<file path="src/rtl/psk_pkg.sv">
package psk_pkg;
  localparam int LEVELS  = 32;
  localparam int LVL_W   = 5;
  localparam int STEP_W  = LVL_W + 1;
  localparam int CAR_W   = 3;
  localparam int GAIN_W  = 9;

  // one carrier cycle of eight points, scaled by 127
  function automatic logic signed [7:0] carrier_val(input logic [CAR_W-1:0] idx);
    case (idx)
      3'd0: carrier_val = 8'sd0;
      3'd1: carrier_val = 8'sd90;
      3'd2: carrier_val = 8'sd127;
      3'd3: carrier_val = 8'sd90;
      3'd4: carrier_val = 8'sd0;
      3'd5: carrier_val = -8'sd90;
      3'd6: carrier_val = -8'sd127;
      default: carrier_val = -8'sd90;
    endcase
  endfunction

  // quarter-sine gain curve, 256 = unity
  function automatic logic [GAIN_W-1:0] gain_val(input logic [LVL_W-1:0] lvl);
    case (lvl)
      5'd0:  gain_val = 9'd0;
      5'd1:  gain_val = 9'd13;
      5'd2:  gain_val = 9'd25;
      5'd3:  gain_val = 9'd38;
      5'd4:  gain_val = 9'd50;
      5'd5:  gain_val = 9'd62;
      5'd6:  gain_val = 9'd74;
      5'd7:  gain_val = 9'd86;
      5'd8:  gain_val = 9'd98;
      5'd9:  gain_val = 9'd109;
      5'd10: gain_val = 9'd121;
      5'd11: gain_val = 9'd132;
      5'd12: gain_val = 9'd142;
      5'd13: gain_val = 9'd152;
      5'd14: gain_val = 9'd162;
      5'd15: gain_val = 9'd172;
      5'd16: gain_val = 9'd181;
      5'd17: gain_val = 9'd190;
      5'd18: gain_val = 9'd198;
      5'd19: gain_val = 9'd206;
      5'd20: gain_val = 9'd213;
      5'd21: gain_val = 9'd220;
      5'd22: gain_val = 9'd226;
      5'd23: gain_val = 9'd231;
      5'd24: gain_val = 9'd237;
      5'd25: gain_val = 9'd241;
      5'd26: gain_val = 9'd245;
      5'd27: gain_val = 9'd248;
      5'd28: gain_val = 9'd251;
      5'd29: gain_val = 9'd253;
      5'd30: gain_val = 9'd255;
      default: gain_val = 9'd256;
    endcase
  endfunction
endpackage

</file>
<file path="src/rtl/psk_timer.sv">
module psk_timer
  import psk_pkg::*;
#(
  parameter int SAMPLE_DIV   = 4,
  parameter int STEP_SAMPLES = 256
) (
  input  logic              clk,
  input  logic              rst,
  output logic              tick,
  output logic              first,
  output logic              last,
  output logic [STEP_W-1:0] step,
  output logic [CAR_W-1:0]  car
);
  localparam int DIV_W = (SAMPLE_DIV > 1) ? $clog2(SAMPLE_DIV) : 1;

  logic [DIV_W-1:0]  div_q;
  logic [STEP_W-1:0] step_q;
  logic [CAR_W-1:0]  car_q;
  logic              step_end;
  logic              step_start;

  assign tick = (div_q == DIV_W'(SAMPLE_DIV - 1));

  generate
    if (STEP_SAMPLES == 1) begin : g_single
      assign step_end   = 1'b1;
      assign step_start = 1'b1;
    end else begin : g_multi
      localparam int SUB_W = $clog2(STEP_SAMPLES);
      logic [SUB_W-1:0] sub_q;
      assign step_end   = (sub_q == SUB_W'(STEP_SAMPLES - 1));
      assign step_start = (sub_q == '0);
      always_ff @(posedge clk) begin
        if (rst) begin
          sub_q <= '0;
        end else if (tick) begin
          sub_q <= step_end ? '0 : sub_q + 1'b1;
        end
      end
    end
  endgenerate

  always_ff @(posedge clk) begin
    if (rst) begin
      div_q  <= '0;
      step_q <= '0;
      car_q  <= '0;
    end else begin
      div_q <= tick ? '0 : div_q + 1'b1;
      if (tick) begin
        car_q <= car_q + 1'b1;
        if (step_end) step_q <= step_q + 1'b1;
      end
    end
  end

  assign first = step_start && (step_q == '0);
  assign last  = step_end && (step_q == '1);
  assign step  = step_q;
  assign car   = car_q;
endmodule

</file>
<file path="src/rtl/psk_ramp.sv">
module psk_ramp
  import psk_pkg::*;
(
  input  logic              clk,
  input  logic              rst,
  input  logic              tick,
  input  logic              first,
  input  logic              last,
  input  logic [STEP_W-1:0] step,
  input  logic              bit_valid,
  input  logic              bit_data,
  output logic [LVL_W-1:0]  level,
  output logic              flip
);
  logic started_q, cur_bit_q, phase_q;
  logic bit_use, run_use, is_zero, second_half;

  // a boundary without an offered bit counts as a steady one
  assign bit_use     = first ? (bit_valid ? bit_data : 1'b1) : cur_bit_q;
  assign run_use     = first ? (started_q | bit_valid) : started_q;
  assign is_zero     = run_use & ~bit_use;
  assign second_half = step[STEP_W-1];
  assign flip        = phase_q ^ (is_zero & second_half);

  always_comb begin
    if (is_zero) begin
      level = second_half ? step[LVL_W-1:0] : ~step[LVL_W-1:0];
    end else if (run_use) begin
      level = LVL_W'(LEVELS - 1);
    end else begin
      level = '0;
    end
  end

  always_ff @(posedge clk) begin
    if (rst) begin
      started_q <= 1'b0;
      cur_bit_q <= 1'b1;
      phase_q   <= 1'b0;
    end else if (tick) begin
      started_q <= run_use;
      cur_bit_q <= bit_use;
      if (last) phase_q <= flip;
    end
  end
endmodule

</file>
<file path="src/rtl/psk_gen.sv">
module psk_gen
  import psk_pkg::*;
(
  input  logic             clk,
  input  logic             rst,
  input  logic             tick,
  input  logic [CAR_W-1:0] car,
  input  logic             flip,
  input  logic [LVL_W-1:0] level,
  output logic             sample_valid,
  output logic [7:0]       sample_data
);
  localparam int PROD_W = 8 + GAIN_W + 1;

  logic [CAR_W-1:0]        idx;
  logic signed [7:0]       cval;
  logic signed [GAIN_W:0]  gval;
  logic signed [PROD_W-1:0] prod;
  logic signed [9:0]       sum;

  assign idx  = car + {flip, 2'b00};
  assign cval = carrier_val(idx);
  assign gval = $signed({1'b0, gain_val(level)});
  assign prod = PROD_W'(cval) * PROD_W'(gval);
  assign sum  = $signed(prod[PROD_W-1:8]) + 10'sd127;

  always_ff @(posedge clk) begin
    if (rst) begin
      sample_valid <= 1'b0;
      sample_data  <= 8'd127;
    end else begin
      sample_valid <= tick;
      if (tick) sample_data <= sum[7:0];
    end
  end
endmodule

</file>
<file path="src/rtl/psk_keyer.sv">
module psk_keyer
  import psk_pkg::*;
#(
  parameter int SAMPLE_DIV   = 4,
  parameter int STEP_SAMPLES = 256
) (
  input  logic       clk,
  input  logic       rst,
  input  logic       bit_valid,
  input  logic       bit_data,
  output logic       bit_ready,
  output logic       sample_valid,
  output logic [7:0] sample_data
);
  logic              tick, first, last, flip;
  logic [STEP_W-1:0] step;
  logic [CAR_W-1:0]  car;
  logic [LVL_W-1:0]  level;

  psk_timer #(.SAMPLE_DIV(SAMPLE_DIV), .STEP_SAMPLES(STEP_SAMPLES)) u_timer (
    .clk(clk), .rst(rst), .tick(tick), .first(first), .last(last),
    .step(step), .car(car)
  );

  psk_ramp u_ramp (
    .clk(clk), .rst(rst), .tick(tick), .first(first), .last(last),
    .step(step), .bit_valid(bit_valid), .bit_data(bit_data),
    .level(level), .flip(flip)
  );

  psk_gen u_gen (
    .clk(clk), .rst(rst), .tick(tick), .car(car), .flip(flip),
    .level(level), .sample_valid(sample_valid), .sample_data(sample_data)
  );

  assign bit_ready = tick & first;
endmodule

</file>
<file path="config.mk">
export PLATFORM = sky130hd
export DESIGN_NAME = psk_keyer
export DESIGN_NICKNAME = d
export VERILOG_FILES = /design/src/rtl/psk_pkg.sv /design/src/rtl/psk_timer.sv /design/src/rtl/psk_ramp.sv /design/src/rtl/psk_gen.sv /design/src/rtl/psk_keyer.sv
export SDC_FILE = /design/constraint.sdc
export NUM_CORES = 1
export LEC_CHECK = 0
export CAP_MARGIN = 0
export CORE_AREA = 2 2 91 93
export DETAILED_ROUTE_END_ITERATION = 10
export DIE_AREA = 0 0 93 95
export PLACE_DENSITY = 0.88
export SLEW_MARGIN = 20
export SYNTH_ARGS = -nofsm -noshare
export SYNTH_HDL_FRONTEND = slang
export SYNTH_HIERARCHICAL = 1
export SYNTH_SLANG_ARGS = --single-unit
</file>
<file path="constraint.sdc">
create_clock -name clk -period 7.6 [get_ports clk]
set_clock_uncertainty 0.1 [all_clocks]
set_input_delay 1.52 -clock clk [delete_from_list [all_inputs] [get_ports clk]]
set_output_delay 1.52 -clock clk [all_outputs]
set_load 0.01 [all_outputs]
</file>
; ---- Yosys cells after proc, flatten, opt, wreduce, memory -nomap -nowiden
; Memory sizes are Yosys's and may differ from the RTL's.
; Index checks and enable logic that the tools add are counted.
[word_totals]
rom_bits = 288
in_bits = 4
memories = 1
reg_bits = 31
out_inout_bits = 10
ram_bits = 0
latchBits = 0
[memory_table]
columns = name, words, word_bits, rd, rd_ports_with_merged_regs, write_ports, line_no
row1 = (name not given), 32, 9, 1, 0, 0, psk_pkg.sv:24  ; case (lvl)
[op_classes]
addsub = 6
mul = 1
n_reduce_logical = 10
mux = 8
bitwise = 7
n_shift = 0
div = 0
n_lt_le_gt_ge = 0
eq_ne = 8
[ops]
columns = cell, count
row1 = $pmux 8 s4, 1
row2 = $mul 8x10->16, 1
row3 = $mux 5, 3
row4 = $add 8x1->8 const B, 1
row5 = $add 8x8->8 const B, 1
row6 = $eq 8x8->1 const B, 1
row7 = $logic_not 8->1, 1
row8 = $mux 8, 1
row9 = $add 6x1->6 const B, 1
row10 = $eq 3x2->1 const B, 2
row11 = $eq 3x3->1 const B, 2
row12 = $eq 6x6->1 const B, 1
row13 = $logic_not 6->1, 1
row14 = $reduce_or 2->1, 3
row15 = $not 5->5, 1
row16 = $reduce_and 2->1, 2
row17 = $add 3x1->3 const B, 1
row18 = $add 3x3->3, 1
row19 = $and 1x1->1, 3
row20 = $eq 3x1->1 const B, 1
row21 = $logic_not 3->1, 1
row22 = $mux 1, 3
row23 = $add 2x1->2 const B, 1
row24 = $eq 2x2->1 const B, 1
row25 = 4 further kinds, 5

; ---- Logic depth before layout (Yosys ltp)
; Gate-level depths: netlist of run 1.
[depth]
ltp_word = 13
mapped_depth = 34

; ---- Modules after synthesis
; Netlist of run 1, hierarchy kept.
[modules_own_cells]
columns = mod, seq_area_each_um2, cells_per_inst, area_per_inst_um2, instances
row1 = psk_gen, 180.2, 395, 3186.8, 1
row2 = psk_timer, 380.4, 110, 960.9, 1
row3 = psk_ramp, 60.1, 30, 239.0, 1
row4 = psk_keyer, 0.0, 1, 6.3, 1

; ---- Worst setup path after synthesis of run 1
; OpenSTA, ideal clock, no wires.
[synth_timing]
path_kind = input to register
from = input port bit_valid
to = register u_gen.sample_data[7]
path_slack_ns = -0.646
t_required_ns = 7.377
stages = 24
t_arrival_ns = 8.024
n_path_buf = 1
setup_time_ns = 0.123
path_cell_list = and3b_2 or2_2 a21oi_1 inv_1 ha_1 mux2i_1 nor2_1 a311oi_1 a21oi_1 nor2_1 fa_1 fa_1 fa_1 inv_1 fa_1 inv_1 ha_1 buf_6 a21o_1 a21o_1 o2111a_1 or4_4 a311o_1 nor3b_1
[synth_via]
elab_cells_between_ends = 23
cone_classes = 2 x add/sub / 1 x mul / 5 x eq/ne / 6 x mux / 5 x bitwise / 3 x reduce/logical / 1 x memory
[synth_lines]
columns = item, line_no
row1 = "start, declared", psk_keyer.sv:9  ; input logic bit_valid,
row2 = $mux 1 (2 in a row), psk_ramp.sv:19  ; assign bit_use = first ? (bit_valid ? bit_data : 1'b1) : cur_bit_q;
row3 = $not 1->1, psk_ramp.sv:21  ; assign is_zero = run_use & ~bit_use;
row4 = $and 1x1->1, psk_ramp.sv:21
row5 = $mux 5 (*), psk_ramp.sv:26  ; if (is_zero) begin
row6 = via level[1], psk_keyer.sv:18  ; logic [LVL_W-1:0] level;
row7 = $mem_v2 32x9 (*), --
row8 = $mul 8x10->16 (*), psk_gen.sv:24  ; assign prod = PROD_W'(cval) * PROD_W'(gval);
row9 = $add 8x8->8 (*), psk_gen.sv:25  ; assign sum = $signed(prod[PROD_W-1:8]) + 10'sd127;
row10 = "end signal, assigned", psk_gen.sv:33  ; if (tick) sample_data <= sum[7:0];
row11 = "end, declared", psk_gen.sv:11  ; output logic [7:0] sample_data
; Mark *: on every way through the listed nets, which the timed path passes. The rest lies on a longest branch.
; A chain may end at the register's enable or synchronous reset.

; ---- Final worst setup path of run 1
[layout_timing]
from = input port bit_valid
to = register u_gen.sample_data[5]
; Same word-level chain as after synthesis.

==> impl_metrics.json, run 1 <==
{
  "status": "finished, violations left",
  "failed_checks": "negative setup slack",
  "clock-root-buffer": "sky130_fd_sc_hd__clkbuf_8",
  "die-height_um": 95,
  "most_common_cell_after_layout_fill_and_taps_aside": "sky130_fd_sc_hd__buf_4",
  "numPortBuffers": 13,
  "min_delay_path_depth": 1,
  "nNetsFinal": 749,
  "grt_util_all_layers_pct": 31.3,
  "standard_cell_core_area_sq_mm": 0.00793,
  "finish.utilization_pct": 76.5,
  "holdCritPathClass": "reg -> reg",
  "cts-hold-fix-buffers": 0,
  "synth_area_per_cell_sq_um": 8.20,
  "maximum_capacitance_violations": 0,
  "ctsLongestPathBuffers": 2,
  "finalMaxSlewViolations": 0,
  "fin_worst_hold_slack_ps": 336,
  "post-route-drc-count": 0,
  "diodes": 0,
  "place.detailed.hpwl_mm": 9.06,
  "insertion_delay_ps": 290,
  "rr_endpoint": "u_gen/sample_data[5]",
  "vias_per_cell": 6.35,
  "crit_required_ps": 7670,
  "dpl.cell_count": 724,
  "io-pin-count": 14,
  "synth_ff_type": "sky130_fd_sc_hd__dfxtp_1",
  "preCtsSetupSlack_ps": -713,
  "setup_violations": 6,
  "max_freq_mhz": 129,
  "final.setup.tns_ps": -537,
  "globalRouteOverflowTotal": 0,
  "start_util_pct": 55.4,
  "layout_min_cycle_time_ps": 7750,
  "htree_levels": 2,
  "p_leak_uw": 0.00287,
  "p_sw_uw": 330,
  "max_fo_critical_path": 6,
  "cp_startpoint_kind": "input port",
  "cp.arrival_ps": 7820,
  "worst_r2r_startpoint": "u_timer/step[0]",
  "timing.reg2reg.setup_slack_ps": 10,
  "dr_vias": 4813,
  "critPathCaptureType": "flip-flop",
  "fillerInstances": 458,
  "final_cell_mix": "sky130_fd_sc_hd__buf_4 (108), sky130_fd_sc_hd__inv_1 (69), sky130_fd_sc_hd__ha_1 (47)",
  "power_frac_seq_pct": 19.9,
  "final_hold_viol_count": 0,
  "routed_wirelength_mm": 15.7,
  "std_cell_rows": 33,
  "power.share.clock_pct": 22.9,
  "postRouteAntennaNets": 0,
  "firstDrtPassIters": 6,
  "clock_tree_from_tritoncts": "yes",
  "synthesis.instances": 536,
  "number_of_distinct_library_cells_after_synthesis": 67,
  "worst-setup-path-type": "in -> reg",
  "sequential_share_of_the_synthesized_area_pct": 14.1,
  "place.gp.congestion": 0.914,
  "share_of_power_burned_in_combinational_logic_pct": 57.2,
  "syn_area_sq_mm": 0.00439,
  "grt_max_degree": 35,
  "total_number_of_clock_tree_sinks": 31,
  "areaGrowthSynthToFinish_pct": 38.1,
  "power-per-cell-area_mw_per_mm2": 144,
  "timing.final.ws_setup_ps": -147,
  "worst_hold_path.endpoint": "u_timer/div_q[0]",
  "crit_start": "bit_valid",
  "grt_pass1_vias": 4744,
  "vdd_drop_max_mv": 0.156,
  "total_clock_buffers_created_by_cts": 5,
  "die_area_sq_mm": 0.00884,
  "first_iter_violations": 466,
  "antenna_found_initial": 0,
  "portion_of_the_clock_cycle_consumed_by_the_worst_path_in_the_final_layout_pct": 102,
  "wire_per_inst_um": 20.7,
  "drive_above_1_share_pct": 33.8,
  "reg2reg_depth": 29,
  "synthArstFlopShare_pct": 0,
  "grt_pass1_wl_mm": 21.8,
  "floorplan_die_width_um": 93,
  "rsz_0062_raised_after_global_routing": "yes",
  "swShare_pct": 37.9,
  "cellInternalPower_uw": 541,
  "synth_enable_flop_cells": 0,
  "synth_fp_nets": 633,
  "tightest_slew_ps": 617,
  "timing.hold.worst.start": "u_timer/div_q[0]",
  "clk_pin_slew_ps": 70,
  "worst_max_slew_margin_expressed_relative_to_the_limit_pct": 58.4,
  "ys_seq_elements": 31,
  "final_cell_count_no_fill": 758,
  "number_of_warning_messages_in_the_yosys_log": 6
}
[routing by layer]
| metal | share of wire (%) | vias up | track usage, % |
|---|---|---|---|
| met5 | 0 | - | 0 |
| met4 | 7.4 | 0 | 19.2 |
| met3 | 7.0 | 114 | 3.75 |
| met2 | 51 | 328 | 56.0 |
| met1 | 34 | 2317 | 35.7 |
| li1 | - | 2054 | - |
[synthesized netlist by cell type (3+ instances only)]
cell type,instances,area (sq um)
sky130_fd_sc_hd__a211o_1,3,26.3
sky130_fd_sc_hd__a211oi_1,4,30.0
sky130_fd_sc_hd__a21o_1,3,22.5
sky130_fd_sc_hd__a21oi_1,30,150
sky130_fd_sc_hd__a31oi_1,4,25.0
sky130_fd_sc_hd__and2_1,5,31.3
sky130_fd_sc_hd__and3_1,3,18.8
sky130_fd_sc_hd__clkbuf_1,15,56.3
sky130_fd_sc_hd__dfxtp_1,31,621
sky130_fd_sc_hd__fa_1,38,761
sky130_fd_sc_hd__ha_1,55,688
sky130_fd_sc_hd__inv_1,75,282
sky130_fd_sc_hd__mux2_2,3,33.8
sky130_fd_sc_hd__mux2i_1,4,40.0
sky130_fd_sc_hd__nand2_1,19,71.3
sky130_fd_sc_hd__nand2b_1,9,56.3
sky130_fd_sc_hd__nand3_1,12,60.1
sky130_fd_sc_hd__nand3b_1,3,22.5
sky130_fd_sc_hd__nand4_1,6,37.5
sky130_fd_sc_hd__nand4b_1,3,26.3
sky130_fd_sc_hd__nor2_1,55,206
sky130_fd_sc_hd__nor2b_1,14,87.6
sky130_fd_sc_hd__nor3_1,13,65.1
sky130_fd_sc_hd__nor3b_1,5,37.5
sky130_fd_sc_hd__nor4_1,5,31.3
sky130_fd_sc_hd__nor4b_1,3,26.3
sky130_fd_sc_hd__o211ai_1,4,30.0
sky130_fd_sc_hd__o21ai_0,16,80.1
sky130_fd_sc_hd__o21ai_1,4,20.0
sky130_fd_sc_hd__o21bai_1,4,30.0
sky130_fd_sc_hd__o31ai_1,5,37.5
sky130_fd_sc_hd__or2_1,3,18.8
sky130_fd_sc_hd__or2_2,9,56.3
sky130_fd_sc_hd__or3_1,5,31.3
sky130_fd_sc_hd__or4_1,5,37.5
sky130_fd_sc_hd__xnor2_1,10,87.6
sky130_fd_sc_hd__xor2_1,14,123
[critical path, stage by stage]
cell                      delay [ps]
sky130_fd_sc_hd__buf_6            90
sky130_fd_sc_hd__and3b_2         200
sky130_fd_sc_hd__or2_4           300
sky130_fd_sc_hd__a21oi_4         190
sky130_fd_sc_hd__inv_2            70
sky130_fd_sc_hd__buf_6           120
sky130_fd_sc_hd__ha_4            280
sky130_fd_sc_hd__xor2_1          160
sky130_fd_sc_hd__a22oi_1         110
sky130_fd_sc_hd__o21ai_2         220
sky130_fd_sc_hd__nor2b_1         270
sky130_fd_sc_hd__fa_1            510
sky130_fd_sc_hd__fa_1            510
sky130_fd_sc_hd__fa_1            550
sky130_fd_sc_hd__inv_1            60
sky130_fd_sc_hd__fa_1            540
sky130_fd_sc_hd__inv_2            70
sky130_fd_sc_hd__ha_4            270
sky130_fd_sc_hd__or4_4           560
sky130_fd_sc_hd__nor4_4          290
sky130_fd_sc_hd__nor3_4          110
sky130_fd_sc_hd__a21oi_2         180
sky130_fd_sc_hd__buf_4           170
sky130_fd_sc_hd__xnor2_2         100
sky130_fd_sc_hd__a21oi_1          90
sky130_fd_sc_hd__or2_1           260
[per-stage QoR]
stage | total power [uW] | instance area (sq um)
final | 871 | 6060
after global routing | 905 | 6060
after CTS | 768 | 5750
after detailed placement | 524 | 5340
after global placement | 505 | 5340
after floorplan | 385 | 4490
[flip-flops by register name, indices dropped and copies added (netlist names)]
register / cells
u_gen/sample_valid: 1
u_gen/sample_data: 8
u_timer/car: 3
u_ramp/started_q: 1
u_ramp/cur_bit_q: 1
u_timer/div_q: 2
u_ramp/phase_q: 1
u_timer/g_multi.sub_q: 8
u_timer/step: 6
[how the worst max path moves through the flow]
stage                                 endpoint  cells after the start
after floorplan           u_gen/sample_data[7]                     27
after global placement    u_gen/sample_data[7]                     25
after detailed placement  u_gen/sample_data[7]                     29
after CTS                 u_gen/sample_data[7]                     25
after global routing      u_gen/sample_data[5]                     30
final                     u_gen/sample_data[5]                     26
[kinds of logic after synthesis]
group	Yosys count	synth area share [%]
simple gates	186	23.1
compound gates	98	14.5
buf+inv	97	8.86
fa+ha+maj	93	33.0
flops	31	14.1
xor+xnor	24	4.78
mux	7	1.68
[area by class of cell]
cell class              count  area (sq um)  share of cell area, %
repair buffers            131          1060                   17.5
multi-input cells         408          3840                   63.3
clock buffers               6          72.6                   1.20
well taps                 105           131                   2.17
clock inverters             2          60.1                  0.990
flip-flops and latches     31           621                   10.2
inverters                  75           282                   4.64
[power groups by stage]
stage	Combinational [uW]	Sequential (uW)	Clock, uW
after floorplan	208	177	0
after global placement	329	176	0
after detailed placement	347	177	0
after CTS	395	173	200
after global routing	524	174	207
final	498	173	199
[timing repair]
item / in CTS / in global routing
resized for setup: 46 / 52
buffers inserted: 12 / 15
cloned: 0 / 0
pin swaps: 17 / 53
endpoints found under the hold margin: 0 / 0
setup endpoints to repair: 7 / 7
Power figures use the tool's default switching activity.
==> run 2: changes to the inputs <==
--- a/config.mk
+++ b/config.mk
@@ -6,12 +6,12 @@
 export NUM_CORES = 1
 export LEC_CHECK = 0
 export CAP_MARGIN = 0
-export CORE_AREA = 2 2 91 93
+export CORE_AREA = 2 2 93 95
+export CTS_CLUSTER_SIZE = 12
 export DETAILED_ROUTE_END_ITERATION = 10
-export DIE_AREA = 0 0 93 95
-export PLACE_DENSITY = 0.88
+export DIE_AREA = 0 0 95 97
+export PLACE_DENSITY = 0.89
 export SLEW_MARGIN = 20
 export SYNTH_ARGS = -nofsm -noshare
 export SYNTH_HDL_FRONTEND = slang
-export SYNTH_HIERARCHICAL = 1
 export SYNTH_SLANG_ARGS = --single-unit
==> run 2 against run 1 <==
Compared with the run above: the flow still finishes with violations (negative setup slack); clock-buffer cell count stayed put; critical path depth up 8; clock power down 35%; setup slack worse by 86 ps; fmax shrank 1.1%; final cell count increased by 1.7%; die area rose by 4.3%; synthesized cell count increased by 1.9%; power up 15%.
==> impl_metrics.json, run 2 <==
{
  "total_number_of_clock_tree_sinks": 31,
  "status": "finished, violations left",
  "critical_path.slowest_cell": "sky130_fd_sc_hd__fa_1",
  "dr_vias": 4949,
  "nNetsFinal": 768,
  "final_hold_viol_count": 0,
  "final_cell_mix": "sky130_fd_sc_hd__buf_4 (100), sky130_fd_sc_hd__inv_1 (71), sky130_fd_sc_hd__nor2_1 (48)",
  "syn_area_sq_mm": 0.00466,
  "crit_required_ps": 7680,
  "clock-root-buffer": "sky130_fd_sc_hd__clkbuf_8",
  "p_leak_uw": 0.00296,
  "insertion_delay_ps": 290,
  "timing.hold.worst.start": "u_timer.div_q[0]",
  "layout_min_cycle_time_ps": 7830,
  "synthesis.instances": 546,
  "preCtsSetupSlack_ps": -885,
  "crit_start": "bit_data",
  "critPathCaptureType": "flip-flop",
  "timing.final.ws_setup_ps": -233,
  "yosysTopAreaCellShare_pct": 17.6,
  "std_cell_rows": 33,
  "die_area_sq_mm": 0.00922,
  "vdd_drop_max_mv": 0.206,
  "synth_ff_type": "sky130_fd_sc_hd__dfxtp_1",
  "worst_max_slew_margin_expressed_relative_to_the_limit_pct": 36.0,
  "sequential_share_of_the_synthesized_area_pct": 13.3,
  "worst_r2r_startpoint": "u_timer.step[5]",
  "drive_above_1_share_pct": 35.6,
  "cellInternalPower_uw": 576,
  "synth_area_per_cell_sq_um": 8.54,
  "grt_util_all_layers_pct": 30.0,
  "timing.critical_path.mode_cell": "sky130_fd_sc_hd__buf_4",
  "first_iter_violations": 461,
  "portion_of_the_clock_cycle_consumed_by_the_worst_path_in_the_final_layout_pct": 103,
  "critical_path.max_stage_delay_ps": 540,
  "place.detailed.hpwl_mm": 9.92,
  "maximum_capacitance_violations": 0,
  "power_frac_seq_pct": 17.4,
  "vias_per_cell": 6.42,
  "cp_startpoint_kind": "input port",
  "diodes": 0,
  "share_of_power_burned_in_combinational_logic_pct": 69.7,
  "swShare_pct": 42.7,
  "dpl.cell_count": 741,
  "htree_levels": 2,
  "areaGrowthSynthToFinish_pct": 34.4,
  "ctsLongestPathBuffers": 2,
  "standard_cell_core_area_sq_mm": 0.00813,
  "globalRouteOverflowTotal": 0,
  "finalMaxSlewViolations": 0,
  "failed_checks": "negative setup slack",
  "clk_pin_slew_ps": 70,
  "antenna_found_initial": 0,
  "most_common_cell_after_layout_fill_and_taps_aside": "sky130_fd_sc_hd__buf_4",
  "timing.reg2reg.setup_slack_ps": -90,
  "io-pin-count": 14,
  "final_cell_count_no_fill": 771,
  "power-per-cell-area_mw_per_mm2": 160,
  "floorplan_die_width_um": 95,
  "p_sw_uw": 430,
  "yosys-top-cells-area": "sky130_fd_sc_hd__fa_1 (18%), sky130_fd_sc_hd__ha_1 (16%), sky130_fd_sc_hd__dfxtp_1 (13%), sky130_fd_sc_hd__inv_1 (6.4%), sky130_fd_sc_hd__nor2_1 (4.3%)",
  "synth_top_cells_by_count": "sky130_fd_sc_hd__inv_1 (79), sky130_fd_sc_hd__ha_1 (58), sky130_fd_sc_hd__nor2_1 (54)",
  "die-height_um": 97,
  "clock_tree_from_tritoncts": "yes",
  "setup_violations": 5,
  "power.share.clock_pct": 13.0,
  "synth_fp_nets": 649,
  "total_power_uw": 1010,
  "worst-setup-path-type": "in -> reg",
  "total_clock_buffers_created_by_cts": 5,
  "post-synth-top-area-cell": "sky130_fd_sc_hd__fa_1",
  "post-route-drc-count": 0,
  "wire_per_inst_um": 21.6,
  "max_fo_critical_path": 4,
  "cp.arrival_ps": 7920,
  "number_of_warning_messages_in_the_yosys_log": 0,
  "start_util_pct": 57.3,
  "synth_enable_flop_cells": 0,
  "max_freq_mhz": 128,
  "numPortBuffers": 13,
  "final.setup.tns_ps": -678,
  "postRouteAntennaNets": 0,
  "synth.most_common_cell": "sky130_fd_sc_hd__inv_1",
  "ys_seq_elements": 31,
  "rsz_0062_raised_after_global_routing": "yes",
  "firstDrtPassIters": 5,
  "holdCritPathClass": "reg -> reg",
  "synthArstFlopShare_pct": 0,
  "tightest_slew_ps": 957,
  "grt_pass1_wl_mm": 22.1,
  "routed_wirelength_mm": 16.7,
  "grt_max_degree": 31,
  "number_of_distinct_library_cells_after_synthesis": 76,
  "place.gp.congestion": 0.981,
  "grt_pass1_vias": 4916
}
run 2: cell types whose count changed after synthesis, sizes merged, moves of 6 or more:
cell	before	now
or2	12	6
nor2b	14	4
mux2i	4	12
and2	5	17
clkbuf	16	3
nand2	19	41
nand2b	9	3
run 2: power groups by stage:
stage,registers [uW],clock network [uW],logic (uW)
5_1_grt,175,136,738
4_1_cts,174,127,581
3_5_place_dp,178,0,515
2_1_floorplan,178,0,319
6_report,175,130,700
3_3_place_gp,177,0,488
run 2: what timing repair did:
action                                  CTS  global route
hold buffers                              0             0
resized for setup                        41            63
setup buffers                            13             9
pin swaps                                45            52
endpoints found under the setup margin    7             6
gates cloned                              0             0
run 2: path summary, 6_finish.rpt:
kind	end	depth (start not counted)
max	u_gen.sample_data[6]	34
min	u_timer.div_q[0]	1
max reg2reg	u_gen.sample_data[6]	35
min reg2reg	u_timer.div_q[0]	1
run 2: cell families (layout without fill, tap and decap cells):
| kind of cell | count (synthesis) | count (layout) | synth area share (%) |
|---|---|---|---|
| AND/OR/NAND/NOR | 190 | 190 | 21.8 |
| adder cells (fa/ha/maj) | 99 | 99 | 33.2 |
| AO/OA/AOI/OAI | 95 | 95 | 15.4 |
| buffers and inverters | 93 | 213 | 8.85 |
| flip-flops | 31 | 31 | 13.3 |
| XOR/XNOR | 25 | 25 | 4.69 |
| multiplexers | 13 | 13 | 2.82 |
run 2: stage by stage:
stage,hold slack [ps],instance area (sq um),util [%]
finish,347,6270,77.1
global route,355,6270,77.1
CTS,350,5910,72.7
detailed placement,323,5590,68.7
global placement,313,5590,68.7
floorplan,304,4760,-
run 2: routing by layer:
layer  vias up  global-route usage, %  routed length [um]
met2       379                   54.5                8160
met5         -                      0                   0
met1      2334                   33.5                5790
met4         0                   15.4                1500
li1       2081                      -                   -
met3       155                   3.74                1240
run 2: cell type report:
| type | count | area (sq um) |
|---|---|---|
| clock buffers | 6 | 72.6 |
| well taps | 105 | 131 |
| multi-input cells | 422 | 4120 |
| repair buffers | 125 | 1010 |
| fillers | 397 | 1860 |
| clock inverters | 2 | 12.5 |
| inverters | 80 | 305 |
| flip-flops and latches | 31 | 621 |
run 2: critical path: cells and delay by family:
| kind | cells | cell delay, ps |
|---|---|---|
| AO/OA/AOI/OAI | 3 | 580 |
| XOR/XNOR | 1 | 80 |
| adder cells (fa/ha/maj) | 6 | 2350 |
| buffers and inverters | 13 | 1490 |
| AND/OR/NAND/NOR | 11 | 1880 |
==> run 3: changes to the inputs <==
--- a/config.mk
+++ b/config.mk
@@ -10,6 +10,8 @@
 export CTS_CLUSTER_SIZE = 12
 export DETAILED_ROUTE_END_ITERATION = 10
 export DIE_AREA = 0 0 95 97
+export GPL_ROUTABILITY_DRIVEN = 0
+export GPL_TIMING_DRIVEN = 1
 export PLACE_DENSITY = 0.89
 export SLEW_MARGIN = 20
 export SYNTH_ARGS = -nofsm -noshare
==> run 3 against run 2 <==
Compared with the run above: the run still ends with negative setup slack left; combinational power up 6.3%; final cell count up 1.0%; wire length up 2.7%; register-to-register slack worse by 100 ps; first-iteration DRC count up 11%; power up 7.9%; worst hold slack better by 38 ps; die area unchanged; utilization up 2.0 points; sequential power about the same; critical path type unchanged; largest power group unchanged.
==> impl_metrics.json, run 3 (same netlist as run 2, synthesis figures left out) <==
{
  "nNetsFinal": 776,
  "layout_min_cycle_time_ps": 7990,
  "fillerInstances": 398,
  "clock-root-buffer": "sky130_fd_sc_hd__clkbuf_8",
  "preCtsSetupSlack_ps": -952,
  "numPortBuffers": 13,
  "total_clock_buffers_created_by_cts": 5,
  "firstDrtPassIters": 6,
  "areaGrowthSynthToFinish_pct": 37.8,
  "power-per-cell-area_mw_per_mm2": 169,
  "die-height_um": 97,
  "antenna_found_initial": 0,
  "cellInternalPower_uw": 634,
  "postPlaceCellArea_sq_mm": 0.00558,
  "holdCritPathClass": "reg -> reg",
  "grt_util_all_layers_pct": 30.7,
  "p_sw_uw": 451,
  "routed_wirelength_mm": 17.1,
  "critical_path.max_stage_delay_ps": 550,
  "dr_vias": 5013,
  "postLayoutCellArea_sq_mm": 0.00643,
  "maximum_capacitance_violations": 0,
  "clk_pin_slew_ps": 70,
  "tightest_slew_ps": 998,
  "p_leak_uw": 0.00303,
  "std_cell_rows": 33,
  "standard_cell_core_area_sq_mm": 0.00813,
  "start_util_pct": 57.3,
  "most_common_cell_after_layout_fill_and_taps_aside": "sky130_fd_sc_hd__buf_4",
  "place.detailed.hpwl_mm": 9.41,
  "swShare_pct": 41.6,
  "wire_per_inst_um": 22.0,
  "grt_max_degree": 31,
  "timing.final.ws_setup_ps": -389,
  "final_cell_count_no_fill": 779,
  "vdd_drop_max_mv": 0.257,
  "critPathCaptureType": "flip-flop",
  "grt_pass1_wl_mm": 22.6,
  "cp.arrival_ps": 8080,
  "cts-hold-fix-buffers": 0,
  "die_area_sq_mm": 0.00922,
  "cp_startpoint_kind": "input port",
  "share_of_power_burned_in_combinational_logic_pct": 68.6,
  "vias_per_cell": 6.44,
  "setup_violations": 6,
  "total_number_of_clock_tree_sinks": 31,
  "status": "finished, violations left",
  "io-pin-count": 14,
  "max_freq_mhz": 125,
  "drive_above_1_share_pct": 38.3,
  "rsz_0062_raised_after_global_routing": "yes",
  "htree_levels": 2,
  "power.share.clock_pct": 15.3,
  "portion_of_the_clock_cycle_consumed_by_the_worst_path_in_the_final_layout_pct": 105,
  "ctsLongestPathBuffers": 2,
  "post-route-drc-count": 0,
  "finish.utilization_pct": 79.0,
  "power_frac_seq_pct": 16.1,
  "final_hold_viol_count": 0,
  "crit_start": "bit_valid",
  "worst-setup-path-type": "in -> reg",
  "clock_tree_from_tritoncts": "yes",
  "postRouteAntennaNets": 0,
  "worst_max_slew_margin_expressed_relative_to_the_limit_pct": 33.3,
  "total_power_uw": 1080,
  "floorplan_die_width_um": 95,
  "grt_pass1_vias": 4789,
  "failed_checks": "negative setup slack",
  "finalMaxSlewViolations": 0,
  "max_fo_critical_path": 4,
  "first_iter_violations": 511,
  "diodes": 0,
  "timing.hold.worst.start": "u_timer.div_q[0]",
  "dpl.cell_count": 740,
  "critical_path.slowest_cell": "sky130_fd_sc_hd__fa_1",
  "insertion_delay_ps": 290,
  "final_cell_mix": "sky130_fd_sc_hd__buf_4 (107), sky130_fd_sc_hd__inv_1 (62), sky130_fd_sc_hd__nor2_1 (49)",
  "crit_required_ps": 7690,
  "globalRouteOverflowTotal": 0,
  "worst_r2r_startpoint": "u_timer.step[5]"
}
run 3: area by class of cell:
cell class	instances	area [sq um]	area share, %
Clock buffer	5	68.8	1.07
Clock inverter	3	43.8	0.681
Inverter	80	310	4.83
Multi-Input combinational cell	422	4170	64.9
Sequential cell	31	621	9.65
Tap cell	105	131	2.04
Timing Repair Buffer	133	1080	16.9
run 3: metal layers:
layer,up-vias,global-route usage [%],part of all wire [%]
met5,-,0,0
met4,0,13.4,9.3
met2,383,54.1,49
met3,189,4.52,7.2
met1,2351,36.5,35
li1,2090,-,-
run 3: timing repair:
action | 4_1_cts | 5_1_grt
pin swaps | 57 | 61
endpoints found under the setup margin | 7 | 6
buffers inserted | 15 | 16
gates resized for setup | 53 | 68
run 3: per-stage QoR:
stage / setup TNS, ps / hold slack [ps]
2_1_floorplan: -3.96 / 304
3_3_place_gp: -3920 / 313
6_report: -1150 / 386
3_5_place_dp: -5410 / 332
5_1_grt: -2450 / 396
4_1_cts: 0 / 349
run 3: critical path, delay by kind of cell:
kind                     cells  cell delay [ps]
multiplexers                 1              100
AO/OA/AOI/OAI                8             1500
AND/OR/NAND/NOR             10             1610
buffers and inverters        9              880
adder cells (fa/ha/maj)      6             2480
run 3: worst paths after layout:
kind | depth (start not counted) | slack (ps) | to
worst max register to register | 35 | -190 | u_gen.sample_data[7]
worst min register to register | 1 | 390 | u_timer.div_q[0]
worst max-delay path | 34 | -390 | u_gen.sample_data[7]
worst min-delay path | 1 | 390 | u_timer.div_q[0]
run 3: power by group through the flow:
stage	Clock, uW	Sequential, uW	Combinational [uW]
2_1_floorplan	0	178	319
3_3_place_gp	0	177	479
3_5_place_dp	0	177	501
4_1_cts	166	174	580
5_1_grt	173	175	787
6_report	166	175	744
